## src/rtl/cap_pkg.sv

```systemverilog
package cap_pkg;
    typedef enum logic [1:0] {
        EDGE_RISE     = 2'b00,
        EDGE_BOTH     = 2'b01,
        EDGE_FALL     = 2'b10,
        EDGE_RISE_ALT = 2'b11
    } edge_mode_e;

    typedef enum logic {
        LVL_LOW  = 1'b0,
        LVL_HIGH = 1'b1
    } lvl_state_e;
endpackage

```

## src/rtl/cap_sync.sv

```systemverilog
module cap_sync #(
    parameter int STAGES = 2
) (
    input  logic clk,
    input  logic rst_n,
    input  logic din,
    output logic dout
);
    logic [STAGES-1:0] sh_q;

    generate
        if (STAGES == 1) begin : g_one
            always_ff @(posedge clk or negedge rst_n) begin
                if (!rst_n) sh_q <= '0;
                else        sh_q <= din;
            end
        end else begin : g_many
            always_ff @(posedge clk or negedge rst_n) begin
                if (!rst_n) sh_q <= '0;
                else        sh_q <= {sh_q[STAGES-2:0], din};
            end
        end
    endgenerate

    assign dout = sh_q[STAGES-1];
endmodule

```

## src/rtl/cap_edge_fsm.sv

```systemverilog
module cap_edge_fsm
    import cap_pkg::*;
(
    input  logic       clk,
    input  logic       rst_n,
    input  logic       lvl,
    input  edge_mode_e mode,
    output logic       fire
);
    lvl_state_e state_q, state_d;
    logic       rise, fall;

    // state register
    always_ff @(posedge clk or negedge rst_n) begin
        if (!rst_n) state_q <= LVL_LOW;
        else        state_q <= state_d;
    end

    // next state and outputs
    always_comb begin
        state_d = state_q;
        rise    = 1'b0;
        fall    = 1'b0;
        unique case (state_q)
            LVL_LOW: begin
                if (lvl) begin
                    state_d = LVL_HIGH;
                    rise    = 1'b1;
                end
            end
            LVL_HIGH: begin
                if (!lvl) begin
                    state_d = LVL_LOW;
                    fall    = 1'b1;
                end
            end
        endcase
    end

    always_comb begin
        unique case (mode)
            EDGE_RISE, EDGE_RISE_ALT: fire = rise;
            EDGE_BOTH:                fire = rise | fall;
            EDGE_FALL:                fire = fall;
        endcase
    end

    // a capture always coincides with a level change of the tracker
    a_r12_fire_on_change: assert property (@(posedge clk) disable iff (!rst_n)
        fire |=> state_q != $past(state_q));
    // falling mode fires only when the synchronized level is low
    a_r5_fall_only: assert property (@(posedge clk) disable iff (!rst_n)
        (fire && mode == EDGE_FALL) |-> !lvl);
    // rising modes fire only when the synchronized level is high
    a_r3_rise_only: assert property (@(posedge clk) disable iff (!rst_n)
        (fire && (mode == EDGE_RISE || mode == EDGE_RISE_ALT)) |-> lvl);
endmodule

```

## src/rtl/cap_regs.sv

```systemverilog
module cap_regs #(
    parameter int W = 16
) (
    input  logic         clk,
    input  logic         rst_n,
    input  logic         clr,
    input  logic         fire,
    input  logic         buf_en,
    output logic [W-1:0] cnt,
    output logic [W-1:0] prim,
    output logic [W-1:0] bufv
);
    always_ff @(posedge clk or negedge rst_n) begin
        if (!rst_n) cnt <= '0;
        else        cnt <= cnt + 1'b1;
    end

    always_ff @(posedge clk or negedge rst_n) begin
        if (!rst_n) begin
            prim <= '0;
            bufv <= '0;
        end else if (clr) begin
            prim <= '0;
            bufv <= '0;
        end else if (fire) begin
            prim <= cnt;
            if (buf_en) bufv <= prim;
        end
    end

    // counter steps by one each clock
    a_r2_count_step: assert property (@(posedge clk) disable iff (!rst_n)
        1'b1 |=> cnt == $past(cnt) + 1'b1);
    // chaining moves the old primary value into the buffer
    a_r7_chain: assert property (@(posedge clk) disable iff (!rst_n)
        (fire && buf_en && !clr) |=> bufv == $past(prim));
    // with chaining off the buffer holds
    a_r8_hold: assert property (@(posedge clk) disable iff (!rst_n)
        (!buf_en && !clr) |=> bufv == $past(bufv));
    // clear empties both registers
    a_r9_clear: assert property (@(posedge clk) disable iff (!rst_n)
        clr |=> (prim == '0 && bufv == '0));
endmodule

```

## src/rtl/cap_read.sv

```systemverilog
module cap_read #(
    parameter int W = 16
) (
    input  logic         clk,
    input  logic         rst_n,
    input  logic         clr,
    input  logic [W-1:0] prim,
    input  logic [W-1:0] bufv,
    input  logic         rd_en,
    input  logic         rd_buf,
    input  logic         rd_byte,
    input  logic         rd_hi,
    output logic [W-1:0] rd_data
);
    localparam int HALF = W / 2;

    logic [W-1:0]    sel;
    logic [HALF-1:0] lo_q;
    logic            latch_lo;

    assign sel      = rd_buf ? bufv : prim;
    assign latch_lo = rd_en && rd_byte && rd_hi;

    always_ff @(posedge clk or negedge rst_n) begin
        if (!rst_n)        lo_q <= '0;
        else if (clr)      lo_q <= '0;
        else if (latch_lo) lo_q <= sel[HALF-1:0];
    end

    always_comb begin
        if (!rd_byte)   rd_data = sel;
        else if (rd_hi) rd_data = {{(W-HALF){1'b0}}, sel[W-1:HALF]};
        else            rd_data = {{(W-HALF){1'b0}}, lo_q};
    end

    // the latched byte follows the byte selected at the latching edge
    a_r11_latch: assert property (@(posedge clk) disable iff (!rst_n)
        (latch_lo && !clr) |=> lo_q == $past(sel[HALF-1:0]));
endmodule

```

## src/rtl/cap_unit.sv

```systemverilog
module cap_unit
    import cap_pkg::*;
#(
    parameter int W          = 16,
    parameter int SYNC_STAGE = 2
) (
    input  logic         clk,
    input  logic         rst_n,
    input  logic         clr_req,
    input  logic         cap_in,
    input  logic [1:0]   edge_sel,
    input  logic         buf_en,
    input  logic         rd_en,
    input  logic         rd_buf,
    input  logic         rd_byte,
    input  logic         rd_hi,
    output logic [W-1:0] rd_data,
    output logic [W-1:0] cnt_val
);
    logic         lvl_s;
    logic         fire;
    logic [W-1:0] prim, bufv;

    cap_sync #(.STAGES(SYNC_STAGE)) u_sync (
        .clk(clk), .rst_n(rst_n), .din(cap_in), .dout(lvl_s)
    );

    cap_edge_fsm u_fsm (
        .clk(clk), .rst_n(rst_n), .lvl(lvl_s),
        .mode(edge_mode_e'(edge_sel)), .fire(fire)
    );

    cap_regs #(.W(W)) u_regs (
        .clk(clk), .rst_n(rst_n), .clr(clr_req), .fire(fire),
        .buf_en(buf_en), .cnt(cnt_val), .prim(prim), .bufv(bufv)
    );

    cap_read #(.W(W)) u_read (
        .clk(clk), .rst_n(rst_n), .clr(clr_req), .prim(prim), .bufv(bufv),
        .rd_en(rd_en), .rd_buf(rd_buf), .rd_byte(rd_byte), .rd_hi(rd_hi),
        .rd_data(rd_data)
    );

    // clear wins over a simultaneous capture
    a_r9_clear_wins: assert property (@(posedge clk) disable iff (!rst_n)
        (clr_req && fire) |=> prim == '0);
endmodule

```

## config.mk

```make
export PLATFORM = sky130hd
export DESIGN_NAME = cap_unit
export DESIGN_NICKNAME = d
export VERILOG_FILES = /design/src/rtl/cap_pkg.sv /design/src/rtl/cap_sync.sv /design/src/rtl/cap_edge_fsm.sv /design/src/rtl/cap_regs.sv /design/src/rtl/cap_read.sv /design/src/rtl/cap_unit.sv
export SDC_FILE = /design/constraint.sdc
export NUM_CORES = 1
export LEC_CHECK = 0
export BUFFER_PORTS_ARGS = -buffer_cell sky130_fd_sc_hd__buf_2
export CAP_MARGIN = 20
export CORE_ASPECT_RATIO = 1.75
export CORE_MARGIN = 1
export CORE_UTILIZATION = 51
export CTS_BUF_LIST = sky130_fd_sc_hd__clkbuf_4 sky130_fd_sc_hd__clkbuf_8 sky130_fd_sc_hd__clkbuf_16
export DETAILED_ROUTE_END_ITERATION = 12
export HOLD_SLACK_MARGIN = 0.08
export PLACE_DENSITY_LB_ADDON = 0.15
export SKIP_CTS_REPAIR_TIMING = 1
export SLEW_MARGIN = 20
export SYNTH_ARGS = -nofsm -noshare
export SYNTH_HDL_FRONTEND = slang
export SYNTH_HIERARCHICAL = 1
export SYNTH_SLANG_ARGS = --single-unit
```

## constraint.sdc

```tcl
create_clock -name clk -period 1.87 [get_ports clk]
set_clock_uncertainty 0.2 [all_clocks]
set_input_delay 0.561 -clock clk [delete_from_list [all_inputs] [get_ports clk]]
set_output_delay 0.561 -clock clk [all_outputs]
set_load 0.05 [all_outputs]
```

After elaboration in Yosys (flattened, before gate mapping):

Cells that the tools add are included.

* flip-flop bits (word level): 59
* input port bits: 11
* output and inout port bits: 32
* word-level logic and storage cells: 34

* add/sub/neg operators: 1
* equal/unequal tests: 3
* muxes and demuxes: 15
* bitwise gates (word level): 1
* reductions and logical operators: 8

Operators with widths (count)
* 16-bit 2-to-1 mux: 7
* 8-bit 2-to-1 mux: 3
* 16-bit by 1-bit adder with 16-bit output (second input constant): 1
* 2-bit nonzero test: 3
* 2-bit equality test (second input constant): 2
* 1-bit 2-to-1 mux: 4
* 1-bit one-hot mux with 3 select lines: 1
* 2-bit by 1-bit equality test with 1-bit output (second input constant): 1
* 1-bit logical AND: 2
* 2-bit zero test: 1
* 2-bit AND reduction: 1
* 2-bit OR reduction: 1
* 1-bit bitwise OR: 1

Logic depth before layout (Yosys ltp):

* word-level depth: 6
* mapped depth: 10
* gate-level depth less buffers: 7

Hierarchy:

The synthesis kept the hierarchy.

By module, submodules not included
* cap_regs: times used 1, cells each 180, area an instance 1995.7 sq um
* cap_read: times used 1, cells each 80, area an instance 675.6 sq um
* cap_edge_fsm: times used 1, cells each 14, area an instance 116.4 sq um
* cap_sync: times used 1, cells each 2, area an instance 50.0 sq um

Worst setup path after synthesis:

Ideal clock, no wire load.

* path kind: input port to output port
* from: input port rd_buf
* to: output port rd_data[0]
* arrival: 1.692 ns
* slack: -0.583 ns
* cell stages on the path: 4
* path buffers: 2
* cell sequence: buf_6 buf_12 mux2i_1 o21bai_1

* longest elaborated chain between the ends: 3

Ends and longest elaborated chain
* from (decl): RTL line cap_unit.sv:14 `input logic rd_buf,`
* 16-bit 2-to-1 mux *: RTL line cap_read.sv:21 `assign sel = rd_buf ? bufv : prim;`
* 8-bit 2-to-1 mux: RTL line cap_read.sv:32 `else if (rd_hi) rd_data = {{(W-HALF){1'b0}}, sel[W-1:HALF]};`
* 16-bit 2-to-1 mux *: RTL line cap_read.sv:31 `if (!rd_byte) rd_data = sel;`
* to (decl): RTL line cap_unit.sv:17 `output logic [W-1:0] rd_data,`

Every way passes the cells marked *; elsewhere a longest branch is shown, timed or not.

Final worst setup path:

* from: input port rd_buf
* to: output port rd_data[6]

The elaborated chain is that of the path after synthesis.

==> metrics.md <==
| Metric | Value |
|---|---|
| Register-to-Register Path Depth | 7 |
| F_max | 433 MHz |
| Total wire length | 7970 um |
| Final RePlAce weighted congestion | 0.761 |
| Count of port buffers added during placement | 42 |
| Diodes inserted | 0 |
| FF-to-FF setup slack | -50 ps |
| Cts bufs inserted | 9 |
| Clock tree from TritonCTS | yes |
| Standard-cell row count | 35 |
| Category of the critical setup timing path | in2out |
| Number of nets still failing antenna checks after routing | 0 |
| Net count of the finished layout | 370 |
| HPWL after DPL | 4460 um |
| Critical path's slowest cell | sky130_fd_sc_hd__mux2i_4 |
| Fraction of registers with async set or reset after synthesis | 100% |
| Core area | 5300 um2 |
| Area of the multi-input gates | 1670 um2 |
| Max rail drop VDD | 506 uV |
| Die extent in x | 58.4 um |
| Launching element type of the critical path | input port |
| Detailed-route wire length per cell | 18.4 um |
| Worst-skew pair later-pin latency | 340 ps |
| Violated checks | setup timing |
| Biggest fanout along the worst timing path | 8 |
| Total power density per cell area | 749 nW/um2 |
| H-tree depth | 3 |
| Final-layout fill cell count | 283 |
| Setup_tns | -6370 ps |
| Portion of total power attributed to combinational logic | 14.3% |
| Number of antenna violations at the first check in global routing | 0 |
| Minimum clock period | 2310 ps |
| Number of DRC markers after the initial detailed-route iteration | 91 |
| Post-synthesis net count | 292 |
| Finished Cell Area | 4360 um2 |
| Clock input transition at the sequential cells of the worst setup and hold paths | 60 ps |
| Instance area at placement | 3540 um2 |
| Hold Crit Endpoint | u_sync/sh_q[0] |
| Cell-internal power | 0.00250 W |
| Number of slew-limit violations in the final report | 0 |
| Category of the worst setup path capture point | output pin |
| FF+latch count, synth | 59 |
| Clk network pwr share | 45.6% |
| Register area | 1490 um2 |
| Portion of the post-synthesis area used by sequential elements | 52.0% |
| Hold Startpoint | cap_in |
| Layout cell share with drive strength beyond 1 | 50.1% |
| Endpoint arrival time on the critical path | 1550 ps |
| Least-Margin Pin Slew | 458 ps |
| CP Launch Point | rd_buf |
| DP Worst Slack | -480 ps |
| Setup ws final | -439 ps |
| Summed instance area of the synthesized netlist | 2840 um2 |
| Crit Reg-Reg Startpoint | u_fsm/state_q |
| Final Setup Violations | 38 |
| DRC violation count after routing | 0 |
| Vias in the first global route | 2211 |
| Initial Utilization | 53.6% |
| Synth cell types | 31 |
| GR Overflow Total | 0 |
| Number of max-cap violations | 0 |
| Kind of path behind the tightest hold check | in2reg |
| Post-route clock period utilization | 123% |
| Most used DFF post-synth | sky130_fd_sc_hd__dfrtp_1 |
| TritonCTS sink count | 59 |
| Wire length of the first global-routing pass | 10300 um |
| Run status | finished, violations left |
| Setup repair after global routing missed its margin | yes |
| Post-detailed-route via-to-cell ratio | 5.57 |
| NetSw | 0.000770 W |
| Critical-path cell list | buf_8 -> buf_12 -> mux2i_4 -> a21oi_1 -> o21bai_4 -> buf_6 |
| Final hold violation count | 0 |
| Worst slew margin relative to its limit | 69.4% |
| LEAKAGE | 1.94 nW |
| Via count | 2411 |
| WHS Path Cells | 1 |
| Count of yosys warnings during synthesis | 6 |
| Die Outline Area | 5880 um2 |
| Die Y | 101 um |
| Layout Area Growth over Synthesis | 53.7% |
| Net switching share of the total power | 23.6% |
| Maximum number of buffers from clock root to sink | 2 |
| Post-synth EDFFs | 0 |
| Required arrival time at the worst endpoint | 1110 ps |
| First-pass iteration count of the detailed router | 4 |
| Total global-route track usage | 23.7% |
| Overall power of the completed layout | 0.00327 W |
| Max incr delay on CP | 280 ps |
| Capturing point of the worst reg2reg path | u_regs/bufv[1] |
| Number of placed I/O pins | 43 |
| Number of standard cells after synthesis | 276 |
| Synthesized area divided by synthesized cell count | 10.3 um2 |
| Largest net degree at the start of global routing | 60 |
| Clock root buffer | sky130_fd_sc_hd__clkbuf_8 |
| Sequential group share of total power | 40.2% |
[power by group through the flow]
stage | sequential (W) | combinational, W | clock, W
after floorplan | 0.00133 | 0.000240 | 0
after global placement | 0.00133 | 0.000326 | 0
after detailed placement | 0.00133 | 0.000332 | 0
after CTS | 0.00131 | 0.000334 | 0.00150
after global routing | 0.00131 | 0.000489 | 0.00157
final | 0.00131 | 0.000466 | 0.00149
[placed cells by master (no fill, tap or decap), types with 5 or more instances in the layout]
cell type                  netlist  layout
sky130_fd_sc_hd__nor2_1         27      19
sky130_fd_sc_hd__buf_4           2      22
sky130_fd_sc_hd__mux2i_4         0       8
sky130_fd_sc_hd__dfrtp_1        59      52
sky130_fd_sc_hd__buf_8           0      10
sky130_fd_sc_hd__clkbuf_8        0      12
sky130_fd_sc_hd__a21oi_2         0      17
sky130_fd_sc_hd__o21ai_0        16      16
sky130_fd_sc_hd__inv_1           8       7
sky130_fd_sc_hd__dfrtp_2         0       7
sky130_fd_sc_hd__o21bai_4        0       8
sky130_fd_sc_hd__buf_2           6      12
sky130_fd_sc_hd__nand2_2         0      17
sky130_fd_sc_hd__nand2_1        46      28
sky130_fd_sc_hd__nor2_4          0       8
sky130_fd_sc_hd__clkbuf_4        0      12
sky130_fd_sc_hd__buf_6           1      17
sky130_fd_sc_hd__a21oi_1        24       7
sky130_fd_sc_hd__xor2_1         10      10
sky130_fd_sc_hd__buf_12          1       5
sky130_fd_sc_hd__mux2i_1        32      22
[metal layers]
layer	wire [um]	share of wire [%]	track usage (%)	vias up
met2	4660	58	39.7	63
met3	242	3.0	6.29	18
met4	208	2.6	11.7	0
met1	2860	36	27.7	1243
met5	0	0	0	-
li1	-	-	-	1087
[logic make-up after synthesis]
group                    count (synthesis)  synth area share (%)
AO/OA/AOI/OAI                           50                  9.83
XOR/XNOR                                14                  4.32
adder cells (fa/ha/maj)                  5                  2.20
buffers and inverters                   23                  4.45
flip-flops                              59                  52.0
multiplexers                            32                  11.3
AND/OR/NAND/NOR                         93                  15.9
[Yosys cell counts (all sizes together), types with 2 or more instances]
cell type  instances  area [um2]
a21oi             24         120
a31oi              2        18.8
buf               10        76.3
clkbuf             5        20.0
dfrtp             59        1480
ha                 5        62.6
inv                8        30.0
mux2i             32         320
nand2             46         173
nand3              5        30.0
nand4              3        40.0
nor2              27         101
nor3               4        20.0
nor4               4        58.8
o21ai             16        80.1
o21bai             8        60.1
xnor2              4        35.0
xor2              10        87.6
[sequential cells by signal (all words and copies together) (netlist names)]
register	flops
u_regs/cnt	16
u_regs/bufv	16
u_regs/prim	16
u_read/lo_q	8
u_fsm/state_q	1
u_sync/sh_q	2
[metrics by stage]
stage	std cells	utilization, %	hold WS, ps
6_report	433	82.3	128
5_1_grt	433	82.3	112
4_1_cts	425	71.7	21.5
3_5_place_dp	409	66.8	139
3_3_place_gp	409	66.8	135
2_1_floorplan	276	-	65.4
[how the worst max path moves through the flow]
stage | cells past startpoint | slack, ps | endpoint
floorplan | 5 | -280 | rd_data[3]
global placement | 6 | -480 | rd_data[6]
detailed placement | 6 | -480 | rd_data[3]
CTS | 6 | -480 | rd_data[6]
global route | 7 | -460 | rd_data[3]
finish | 6 | -440 | rd_data[6]
[area by class of cell]
type,count,share of cell area [%]
inverters,8,0.803
well taps,74,2.12
clock inverters,4,2.18
clock buffers,12,3.79
multi-input cells,195,38.3
repair buffers,81,18.7
flip-flops and latches,59,34.1
[worst max-delay path, delay by kind of cell]
family / cells / cell delay, ps
AOI/OAI and AO/OA: 2 / 280
buffers and inverters: 3 / 420
muxes: 1 / 280
Note: power is estimated with default switching activity, not from simulation.
